<file path="src/rtl/avg_seq_pkg.sv">
package avg_seq_pkg;

  typedef enum logic [1:0] {
    S_IDLE  = 2'd0,
    S_ISSUE = 2'd1,
    S_WAIT  = 2'd2
  } seq_state_e;

  typedef enum logic [1:0] {
    K_PRIM = 2'd0,
    K_SH0  = 2'd1,
    K_SH1  = 2'd2,
    K_TEMP = 2'd3
  } slot_kind_e;

  // Exponent limited to 16 samples
  function automatic logic [2:0] clamp_exp(input logic [2:0] e);
    return (e > 3'd4) ? 3'd4 : e;
  endfunction

endpackage

</file>
<file path="src/rtl/avg_seq_pend.sv">
module avg_seq_pend #(
  parameter int N = 2
) (
  input  logic         clk_i,
  input  logic         rst_ni,
  input  logic [N-1:0] trig_i,
  input  logic [N-1:0] clr_i,
  output logic [N-1:0] pend_o
);

  logic [N-1:0] pend_q, pend_d;

  for (genvar g = 0; g < N; g++) begin : g_pend
    always_comb begin
      pend_d[g] = pend_q[g];
      if (clr_i[g])  pend_d[g] = 1'b0;
      if (trig_i[g]) pend_d[g] = 1'b1;
    end

    always_ff @(posedge clk_i or negedge rst_ni) begin
      if (!rst_ni) pend_q[g] <= 1'b0;
      else         pend_q[g] <= pend_d[g];
    end

    // a pending channel stays pending until its slot is granted
    p_pend_hold_r4: assert property (@(posedge clk_i) disable iff (!rst_ni)
      pend_q[g] && !clr_i[g] |=> pend_q[g]);
  end

  assign pend_o = pend_q;

endmodule

</file>
<file path="src/rtl/avg_seq_pick.sv">
module avg_seq_pick
  import avg_seq_pkg::*;
(
  input  logic       prim_i,
  input  logic       last_i,
  input  logic [1:0] pend_i,
  output slot_kind_e kind_o
);

  always_comb begin
    if (!prim_i)        kind_o = K_PRIM;
    else if (last_i)    kind_o = K_TEMP;
    else if (pend_i[0]) kind_o = K_SH0;
    else if (pend_i[1]) kind_o = K_SH1;
    else                kind_o = K_PRIM;
  end

endmodule

</file>
<file path="src/rtl/avg_seq_temp.sv">
module avg_seq_temp #(
  parameter int CODE_W = 12,
  parameter int ACC_W  = CODE_W + 4
) (
  input  logic              clk_i,
  input  logic              rst_ni,
  input  logic              clear_i,
  input  logic              add_i,
  input  logic [CODE_W-1:0] code_i,
  input  logic [2:0]        exp_i,
  output logic              done_o,
  output logic [CODE_W-1:0] avg_o
);

  logic [ACC_W-1:0] acc_q, acc_d, sum;
  logic [4:0]       cnt_q, cnt_d, limit;

  assign limit  = 5'd1 << exp_i;
  assign sum    = acc_q + {{(ACC_W-CODE_W){1'b0}}, code_i};
  assign done_o = add_i && ((cnt_q + 5'd1) == limit);
  assign avg_o  = CODE_W'(sum >> exp_i);

  always_comb begin
    acc_d = acc_q;
    cnt_d = cnt_q;
    if (clear_i || done_o) begin
      acc_d = '0;
      cnt_d = '0;
    end else if (add_i) begin
      acc_d = sum;
      cnt_d = cnt_q + 5'd1;
    end
  end

  always_ff @(posedge clk_i or negedge rst_ni) begin
    if (!rst_ni) begin
      acc_q <= '0;
      cnt_q <= '0;
    end else begin
      acc_q <= acc_d;
      cnt_q <= cnt_d;
    end
  end

  // partial pass count stays below the programmed window
  p_temp_window_r5: assert property (@(posedge clk_i) disable iff (!rst_ni)
    cnt_q < 5'd16);

endmodule

</file>
<file path="src/rtl/avg_seq_top.sv">
module avg_seq_top
  import avg_seq_pkg::*;
#(
  parameter int NUM_ENTRIES = 8,
  parameter int CODE_W      = 12,
  parameter int CH_W        = 5,
  parameter int SH0_ID      = 16,
  parameter int SH1_ID      = 17,
  parameter int TEMP_ID     = 18,
  localparam int IDX_W      = $clog2(NUM_ENTRIES),
  localparam int EXP_W      = 3,
  localparam int ACC_W      = CODE_W + 4
) (
  input  logic                         clk_i,
  input  logic                         rst_ni,
  input  logic                         start_i,
  input  logic                         stop_i,
  input  logic [IDX_W-1:0]             last_idx_i,
  input  logic [NUM_ENTRIES*CH_W-1:0]  entry_ch_i,
  input  logic [NUM_ENTRIES*EXP_W-1:0] entry_exp_i,
  input  logic [1:0]                   sh_trig_i,
  input  logic [2*EXP_W-1:0]           sh_exp_i,
  input  logic [EXP_W-1:0]             temp_exp_i,
  output logic                         conv_req_o,
  output logic [CH_W-1:0]              conv_ch_o,
  input  logic                         conv_done_i,
  input  logic [CODE_W-1:0]            conv_code_i,
  output logic                         res_valid_o,
  output logic [CH_W-1:0]              res_ch_o,
  output logic [CODE_W-1:0]            res_data_o,
  output logic                         seq_end_o
);

  localparam logic [IDX_W-1:0] IDX_ONE = IDX_W'(1);

  seq_state_e        state_q, state_d;
  slot_kind_e        kind_q, kind_d, pick_kind;
  logic [IDX_W-1:0]  idx_q, idx_d;
  logic [4:0]        cnt_q, cnt_d, samp_cnt;
  logic [ACC_W-1:0]  acc_q, acc_d, acc_sum, acc_shift;
  logic              stop_q, stop_d;
  logic [CH_W-1:0]   ch_q, ch_d, cur_ch;
  logic [EXP_W-1:0]  cur_exp;
  logic              rv_q, rv_d, end_q, end_d;
  logic [CH_W-1:0]   rch_q, rch_d;
  logic [CODE_W-1:0] rdat_q, rdat_d;
  logic              take, slot_done, is_last, leaving;
  logic [1:0]        sh_pend, sh_clr;
  logic              temp_clear, temp_add, temp_done;
  logic [CODE_W-1:0] temp_avg;

  avg_seq_pend #(.N(2)) u_pend (
    .clk_i  (clk_i),
    .rst_ni (rst_ni),
    .trig_i (sh_trig_i),
    .clr_i  (sh_clr),
    .pend_o (sh_pend)
  );

  avg_seq_pick u_pick (
    .prim_i (kind_q == K_PRIM),
    .last_i (is_last),
    .pend_i (sh_pend),
    .kind_o (pick_kind)
  );

  avg_seq_temp #(.CODE_W(CODE_W), .ACC_W(ACC_W)) u_temp (
    .clk_i   (clk_i),
    .rst_ni  (rst_ni),
    .clear_i (temp_clear),
    .add_i   (temp_add),
    .code_i  (conv_code_i),
    .exp_i   (clamp_exp(temp_exp_i)),
    .done_o  (temp_done),
    .avg_o   (temp_avg)
  );

  // Channel and exponent of the current slot
  always_comb begin
    unique case (kind_q)
      K_SH0:   begin cur_ch = CH_W'(SH0_ID);  cur_exp = clamp_exp(sh_exp_i[0 +: EXP_W]); end
      K_SH1:   begin cur_ch = CH_W'(SH1_ID);  cur_exp = clamp_exp(sh_exp_i[EXP_W +: EXP_W]); end
      K_TEMP:  begin cur_ch = CH_W'(TEMP_ID); cur_exp = '0; end
      default: begin
        cur_ch  = entry_ch_i[idx_q*CH_W +: CH_W];
        cur_exp = clamp_exp(entry_exp_i[idx_q*EXP_W +: EXP_W]);
      end
    endcase
  end

  assign samp_cnt  = 5'd1 << cur_exp;
  assign take      = (state_q == S_WAIT) && conv_done_i;
  assign acc_sum   = acc_q + {{(ACC_W-CODE_W){1'b0}}, conv_code_i};
  assign acc_shift = acc_sum >> cur_exp;
  assign slot_done = take && ((cnt_q + 5'd1) == samp_cnt);
  assign is_last   = (idx_q == last_idx_i);
  assign leaving   = stop_q || stop_i;
  assign temp_add  = slot_done && (kind_q == K_TEMP);

  always_comb begin
    state_d    = state_q;
    kind_d     = kind_q;
    idx_d      = idx_q;
    cnt_d      = cnt_q;
    acc_d      = acc_q;
    ch_d       = ch_q;
    rch_d      = rch_q;
    rdat_d     = rdat_q;
    rv_d       = 1'b0;
    end_d      = 1'b0;
    sh_clr     = 2'b00;
    temp_clear = 1'b0;
    stop_d     = stop_q || ((state_q != S_IDLE) && stop_i);
    unique case (state_q)
      S_IDLE: begin
        if (start_i) begin
          state_d    = S_ISSUE;
          kind_d     = K_PRIM;
          idx_d      = '0;
          cnt_d      = '0;
          acc_d      = '0;
          stop_d     = 1'b0;
          temp_clear = 1'b1;
        end
      end
      S_ISSUE: begin
        ch_d    = cur_ch;
        state_d = S_WAIT;
      end
      S_WAIT: begin
        if (take) begin
          state_d = S_ISSUE;
          acc_d   = acc_sum;
          cnt_d   = cnt_q + 5'd1;
        end
        if (slot_done) begin
          acc_d  = '0;
          cnt_d  = '0;
          rch_d  = ch_q;
          rdat_d = CODE_W'(acc_shift);
          rv_d   = 1'b1;
          kind_d = K_PRIM;
          if (kind_q == K_PRIM) begin
            end_d  = is_last;
            idx_d  = is_last ? '0 : idx_q + IDX_ONE;
            kind_d = pick_kind;
            if (!leaving) begin
              sh_clr[0] = (pick_kind == K_SH0);
              sh_clr[1] = (pick_kind == K_SH1);
            end
          end else if (kind_q == K_TEMP) begin
            rv_d   = temp_done;
            rdat_d = temp_avg;
          end
          if (leaving) begin
            state_d = S_IDLE;
            stop_d  = 1'b0;
          end
        end
      end
      default: state_d = S_IDLE;
    endcase
  end

  always_ff @(posedge clk_i or negedge rst_ni) begin
    if (!rst_ni) begin
      state_q <= S_IDLE;
      kind_q  <= K_PRIM;
      idx_q   <= '0;
      cnt_q   <= '0;
      acc_q   <= '0;
      stop_q  <= 1'b0;
      ch_q    <= '0;
      rv_q    <= 1'b0;
      end_q   <= 1'b0;
      rch_q   <= '0;
      rdat_q  <= '0;
    end else begin
      state_q <= state_d;
      kind_q  <= kind_d;
      idx_q   <= idx_d;
      cnt_q   <= cnt_d;
      acc_q   <= acc_d;
      stop_q  <= stop_d;
      ch_q    <= ch_d;
      rv_q    <= rv_d;
      end_q   <= end_d;
      rch_q   <= rch_d;
      rdat_q  <= rdat_d;
    end
  end

  assign conv_req_o  = (state_q == S_WAIT);
  assign conv_ch_o   = ch_q;
  assign res_valid_o = rv_q;
  assign res_ch_o    = rch_q;
  assign res_data_o  = rdat_q;
  assign seq_end_o   = end_q;

  // channel held while a request is open
  p_ch_stable_r7: assert property (@(posedge clk_i) disable iff (!rst_ni)
    conv_req_o && !conv_done_i |=> conv_req_o && $stable(conv_ch_o));
  // request drops after each done
  p_req_gap_r7: assert property (@(posedge clk_i) disable iff (!rst_ni)
    conv_req_o && conv_done_i |=> !conv_req_o);
  // every result follows a done one clock earlier
  p_res_after_done_r8: assert property (@(posedge clk_i) disable iff (!rst_ni)
    res_valid_o |-> $past(conv_done_i));
  // pass marker coincides with a result and lasts one cycle
  p_end_with_res_r6: assert property (@(posedge clk_i) disable iff (!rst_ni)
    seq_end_o |-> res_valid_o);
  p_end_single_r6: assert property (@(posedge clk_i) disable iff (!rst_ni)
    seq_end_o |=> !seq_end_o);
  // sample counter never reaches the slot limit
  p_cnt_bound_r2: assert property (@(posedge clk_i) disable iff (!rst_ni)
    (state_q == S_WAIT) |-> (cnt_q < samp_cnt));

endmodule

</file>
<file path="config.mk">
export PLATFORM = sky130hd
export DESIGN_NAME = avg_seq_top
export DESIGN_NICKNAME = d
export VERILOG_FILES = /design/src/rtl/avg_seq_pkg.sv /design/src/rtl/avg_seq_pend.sv /design/src/rtl/avg_seq_pick.sv /design/src/rtl/avg_seq_temp.sv /design/src/rtl/avg_seq_top.sv
export SDC_FILE = /design/constraint.sdc
export NUM_CORES = 1
export LEC_CHECK = 0
export ABC_AREA = 1
export CAP_MARGIN = 10
export CORE_MARGIN = 2
export CORE_UTILIZATION = 56
export DETAILED_ROUTE_END_ITERATION = 6
export DONT_BUFFER_PORTS = 1
export HOLD_SLACK_MARGIN = 0.1
export PLACE_DENSITY = 0.71
export SYNTH_ARGS = -nofsm -noshare
export SYNTH_HDL_FRONTEND = slang
export SYNTH_SLANG_ARGS = --single-unit
</file>
<file path="constraint.sdc">
create_clock -name clk_i -period 5.68 [get_ports clk_i]
set_input_delay 0.284 -clock clk_i [delete_from_list [all_inputs] [get_ports clk_i]]
set_output_delay 0.284 -clock clk_i [all_outputs]
set_load 0.03 [all_outputs]
</file>
==> Implementation_results.wiki <==
{| class="wikitable"
! Metric !! Value
|-
| NetSw || 1.575 mW
|-
| Drc violations || 0
|-
| Min setup slack post-route || 2152 ps
|-
| Number of nets in the finished design || 1,115
|-
| Fin. max-slew vios || 0
|-
| Root cell of the clock tree || clkbuf_16
|-
| Height of the die || 112.2 um
|-
| Initial Utilization || 57.39%
|-
| Number of violations of the max-capacitance limit || 0
|-
| Maximum number of pins on one net before global-route repair || 77
|-
| 1st-iter DRT viols || 630
|-
| Post-route non-filler standard cell count || 1,139
|-
| Overflow left after global routing || 0
|-
| Vias in the first global route || 6,079
|-
| Count of state elements after synthesis || 76
|-
| Slew headroom || 28.57%
|-
| Power density cells || 436.8 nW/um2
|-
| Filler Cells Inserted || 1,103
|-
| Share of cells above drive strength 1 || 4.016%
|-
| Number of unique standard cell types used by synthesis || 45
|-
| Wire length of the first global-routing pass || 30,750 um
|-
| Proportion of netlist area held by the largest area contributor || 29.02%
|-
| Cell with the most instances after synthesis || nand2_1
|-
| Path type of the worst min-delay path || in -> reg
|-
| Layout Skew || 10.63 ps
|-
| Clock group share of total power || 19.8%
|-
| Startpoint types || register
|-
| Std cell rows || 39
|-
| Warning count from the yosys run || 0
|-
| Floorplan die area || 12,580 um2
|-
| Element type at the critical path end || register
|-
| Post-Place Worst Slack || 2141 ps
|-
| Biggest cell delay along the critical path || 550 ps
|-
| Length of the first detailed-routing pass in iterations || 6
|-
| Antenna violations before repair || 0
|-
| Estimated wirelength of the detail-placed design || 13,980 um
|-
| Post-CTS setup buffer count || 0
|-
| Count of buffers from port buffering || 0
|-
| Hold buffers post-CTS || 5
|-
| Data arrival at the endpoint of the critical path || 3780 ps
|-
| # IOs || 120
|-
| Maximum fanout encountered on the critical timing path || 33
|-
| Source-to-sink clock delay at the later pin of the worst-skew pair || 360 ps
|-
| Leakage power || 3.735 nW
|-
| Number of hold-slack violations in the final timing report || 0
|-
| Outcome || complete, no violations
|-
| Total of cells resized after clock tree synthesis || 0
|-
| Sequential standard cell area || 1902 um2
|-
| Post-Syn Area per Cell || 6.468 um2
|-
| EDFF count, synth || 0
|-
| Achievable frequency || 0.2834 GHz
|-
| Reg power frac || 29.6%
|-
| Top FF cell, synth || dfrtp_1
|-
| Slew @ Worst Pin || 1071 ps
|-
| Power share of the combinational group || 50.6%
|-
| Cell mode on critical path || nand2_1
|-
| Tot Pwr || 3.021 mW
|-
| Cell types with the largest area share after synthesis || dfrtp_1, nand2_1, nand3_1, ha_1, inv_1
|-
| Period utilisation layout || 62.12%
|-
| Wirelength, routed || 18,750 um
|-
| CTS Buffer Depth || 2
|-
| Count of final setup violators || 0
|-
| Multi-input combinational cell area || 4074 um2
|-
| Async set-reset flop share out of synthesis || 100.0%
|-
| Unrepaired setup endpoints after global routing || false
|-
| Sum of negative setup slack || 0 ps
|-
| Global Route Usage Sum || 30.49%
|-
| Int Power || 1.446 mW
|-
| Post-Syn Instances || 1,013
|-
| Placed Instance Area || 6549 um2
|-
| Area Growth Syn to Fin || 5.537%
|-
| Slowest cell on the critical path || nand2_1
|-
| Die Width || 112.2 um
|-
| Placed instance count || 1,118
|-
| Final critical-path required period || 3528 ps
|-
| Data required time of the worst path || 5930 ps
|-
| Portion of the post-synthesis area used by sequential elements || 29.02%
|-
| Post-Synthesis Cell Area || 6553 um2
|-
| Per-cell via count in the routed design || 5.828
|-
| Clock tree from TritonCTS || yes
|-
| ANT cells || 0
|-
| Share of total power consumed by net switching || 52.14%
|-
| Peak supply drop || 0.2791 mV
|-
| Floorplan core area || 11,420 um2
|-
| Setup CP Type || reg -> reg
|-
| Ranking of synthesized cells by instance count || nand2_1, nand3_1, inv_1, nor2_1, dfrtp_1
|-
| Vias after detailed routing || 6,638
|-
| Cell breakdown of the critical path || inv_2 -> nand2_1 -> nand3_1 -> nand3_1 -> nand2_1 -> nor2_1 -> nand2_1 -> nand2_2 -> nor2_1 -> nand3_1 -> a21oi_2 -> nand2_4 -> inv_2 -> nand2_1 -> nand3_1 -> nand2_1
|-
| Cell type with the largest total area after synthesis || dfrtp_1
|-
| Gpl congestion || 0.9270
|-
| Clock-pin slew reported for the worst setup and hold paths after clock tree synthesis || 70 ps
|-
| Avg WL per Cell || 16.46 um
|-
| Cell area after layout || 6915 um2
|-
| Maximum level of the CTS H-tree || 3
|-
| Antenna-violating nets left || 0
|-
| TritonCTS sink count || 76
|-
| Mapped Nets || 1,137
|-
| Number of buffers created by CTS || 9
|}
==> power groups by stage <==
stage,Combinational [mW],Sequential (mW),Clock (mW)
floorplan,1.19,0.861,0
global placement,1.48,0.904,0
detailed placement,1.49,0.903,0
CTS,1.51,0.894,0.608
global route,1.73,0.911,0.629
finish,1.53,0.893,0.598
==> stage by stage <==
stage,utilization (%),hold WS (ps)
after floorplan,-,-11.59
after global placement,57.35,-9.172
after detailed placement,57.35,-9.186
after CTS,60.56,125.6
after global routing,60.56,146.2
final,60.56,129.3
==> flip-flops by register name (all words and copies together) (netlist names) <==
name           cells
cnt_q              5
seq_end_o          1
state_q            2
idx_q              3
kind_q             2
acc_q             16
u_pend.pend_o      2
res_valid_o        1
res_data_o        12
u_temp.acc_q      16
res_ch_o           5
stop_q             1
conv_ch_o          5
u_temp.cnt_q       5
==> cell families (layout without fill, tap and decap cells) <==
kind of cell	Yosys count	count (layout)	share of synthesized area, %
buffers and inverters	138	121	8.917
and+or+nand+nor	608	608	39.95
DFF	76	76	29.02
xor gates and xnor gates	33	33	4.411
adders and majority gates	29	29	5.767
AOI/OAI and AO/OA	129	129	11.93
==> path summary, 6_finish.rpt <==
check                      startpoint              end  slack [ps]  cells after the start
min reg2reg                  acc_q[2]         acc_q[2]         490                      2
min                            stop_i           stop_q         130                      3
max reg2reg                  idx_q[0]  u_temp.acc_q[0]        2150                     16
max                          idx_q[0]  u_temp.acc_q[0]        2150                     16
min in group asynchronous      rst_ni        acc_q[15]         460                      2
max in group asynchronous      rst_ni     conv_ch_o[2]        4890                      2
==> layer usage <==
| layer | up-vias | wire (um) | track usage, % |
|---|---|---|---|
| li1 | 3323 | - | - |
| met1 | 2990 | 8075 | 40.56 |
| met2 | 290 | 8411 | 48.23 |
| met3 | 35 | 1767 | 8.639 |
| met4 | 0 | 492 | 10.08 |
| met5 | - | 0 | 0 |
==> worst max-delay path: cells and delay by family (launching register included) <==
kind            cells  cell delay [ps]
compound gates      1              220
buf+inv             2              650
flops               1              390
simple gates       13             2130
==> cell type report <==
class	count	area share, %
flip-flops and latches	76	27.50
multi-input cells	799	58.91
well taps	143	2.587
clock inverters	7	1.067
inverters	95	5.157
clock buffers	9	3.257
repair buffers	10	1.520
==> layout by cell type, fill, tap and decap left out, types with 2 or more instances in the layout <==
master and n:
fa_1 2, inv_8 5, o211ai_1 19, inv_2 6
xnor2_1 12, inv_1 89, a31oi_1 2, or2_2 3
nand2_1 330, clkbuf_16 9, and2_1 3, inv_6 2
buf_4 5, nand3b_1 6, nand2_2 2, o21ai_0 44
ha_1 27, o21bai_1 4, nor3_1 4, nor2_1 81
o22ai_1 8, xor2_1 21, o21ai_1 3, o221ai_1 4
nor2_2 2, nand3_1 141, o2111ai_1 3, a21o_1 4
nand4_1 32, dlygate4sd3_1 4, dfrtp_1 76, nand2_4 2
a21oi_1 29
No activity file was read; power rests on OpenSTA's default activity.
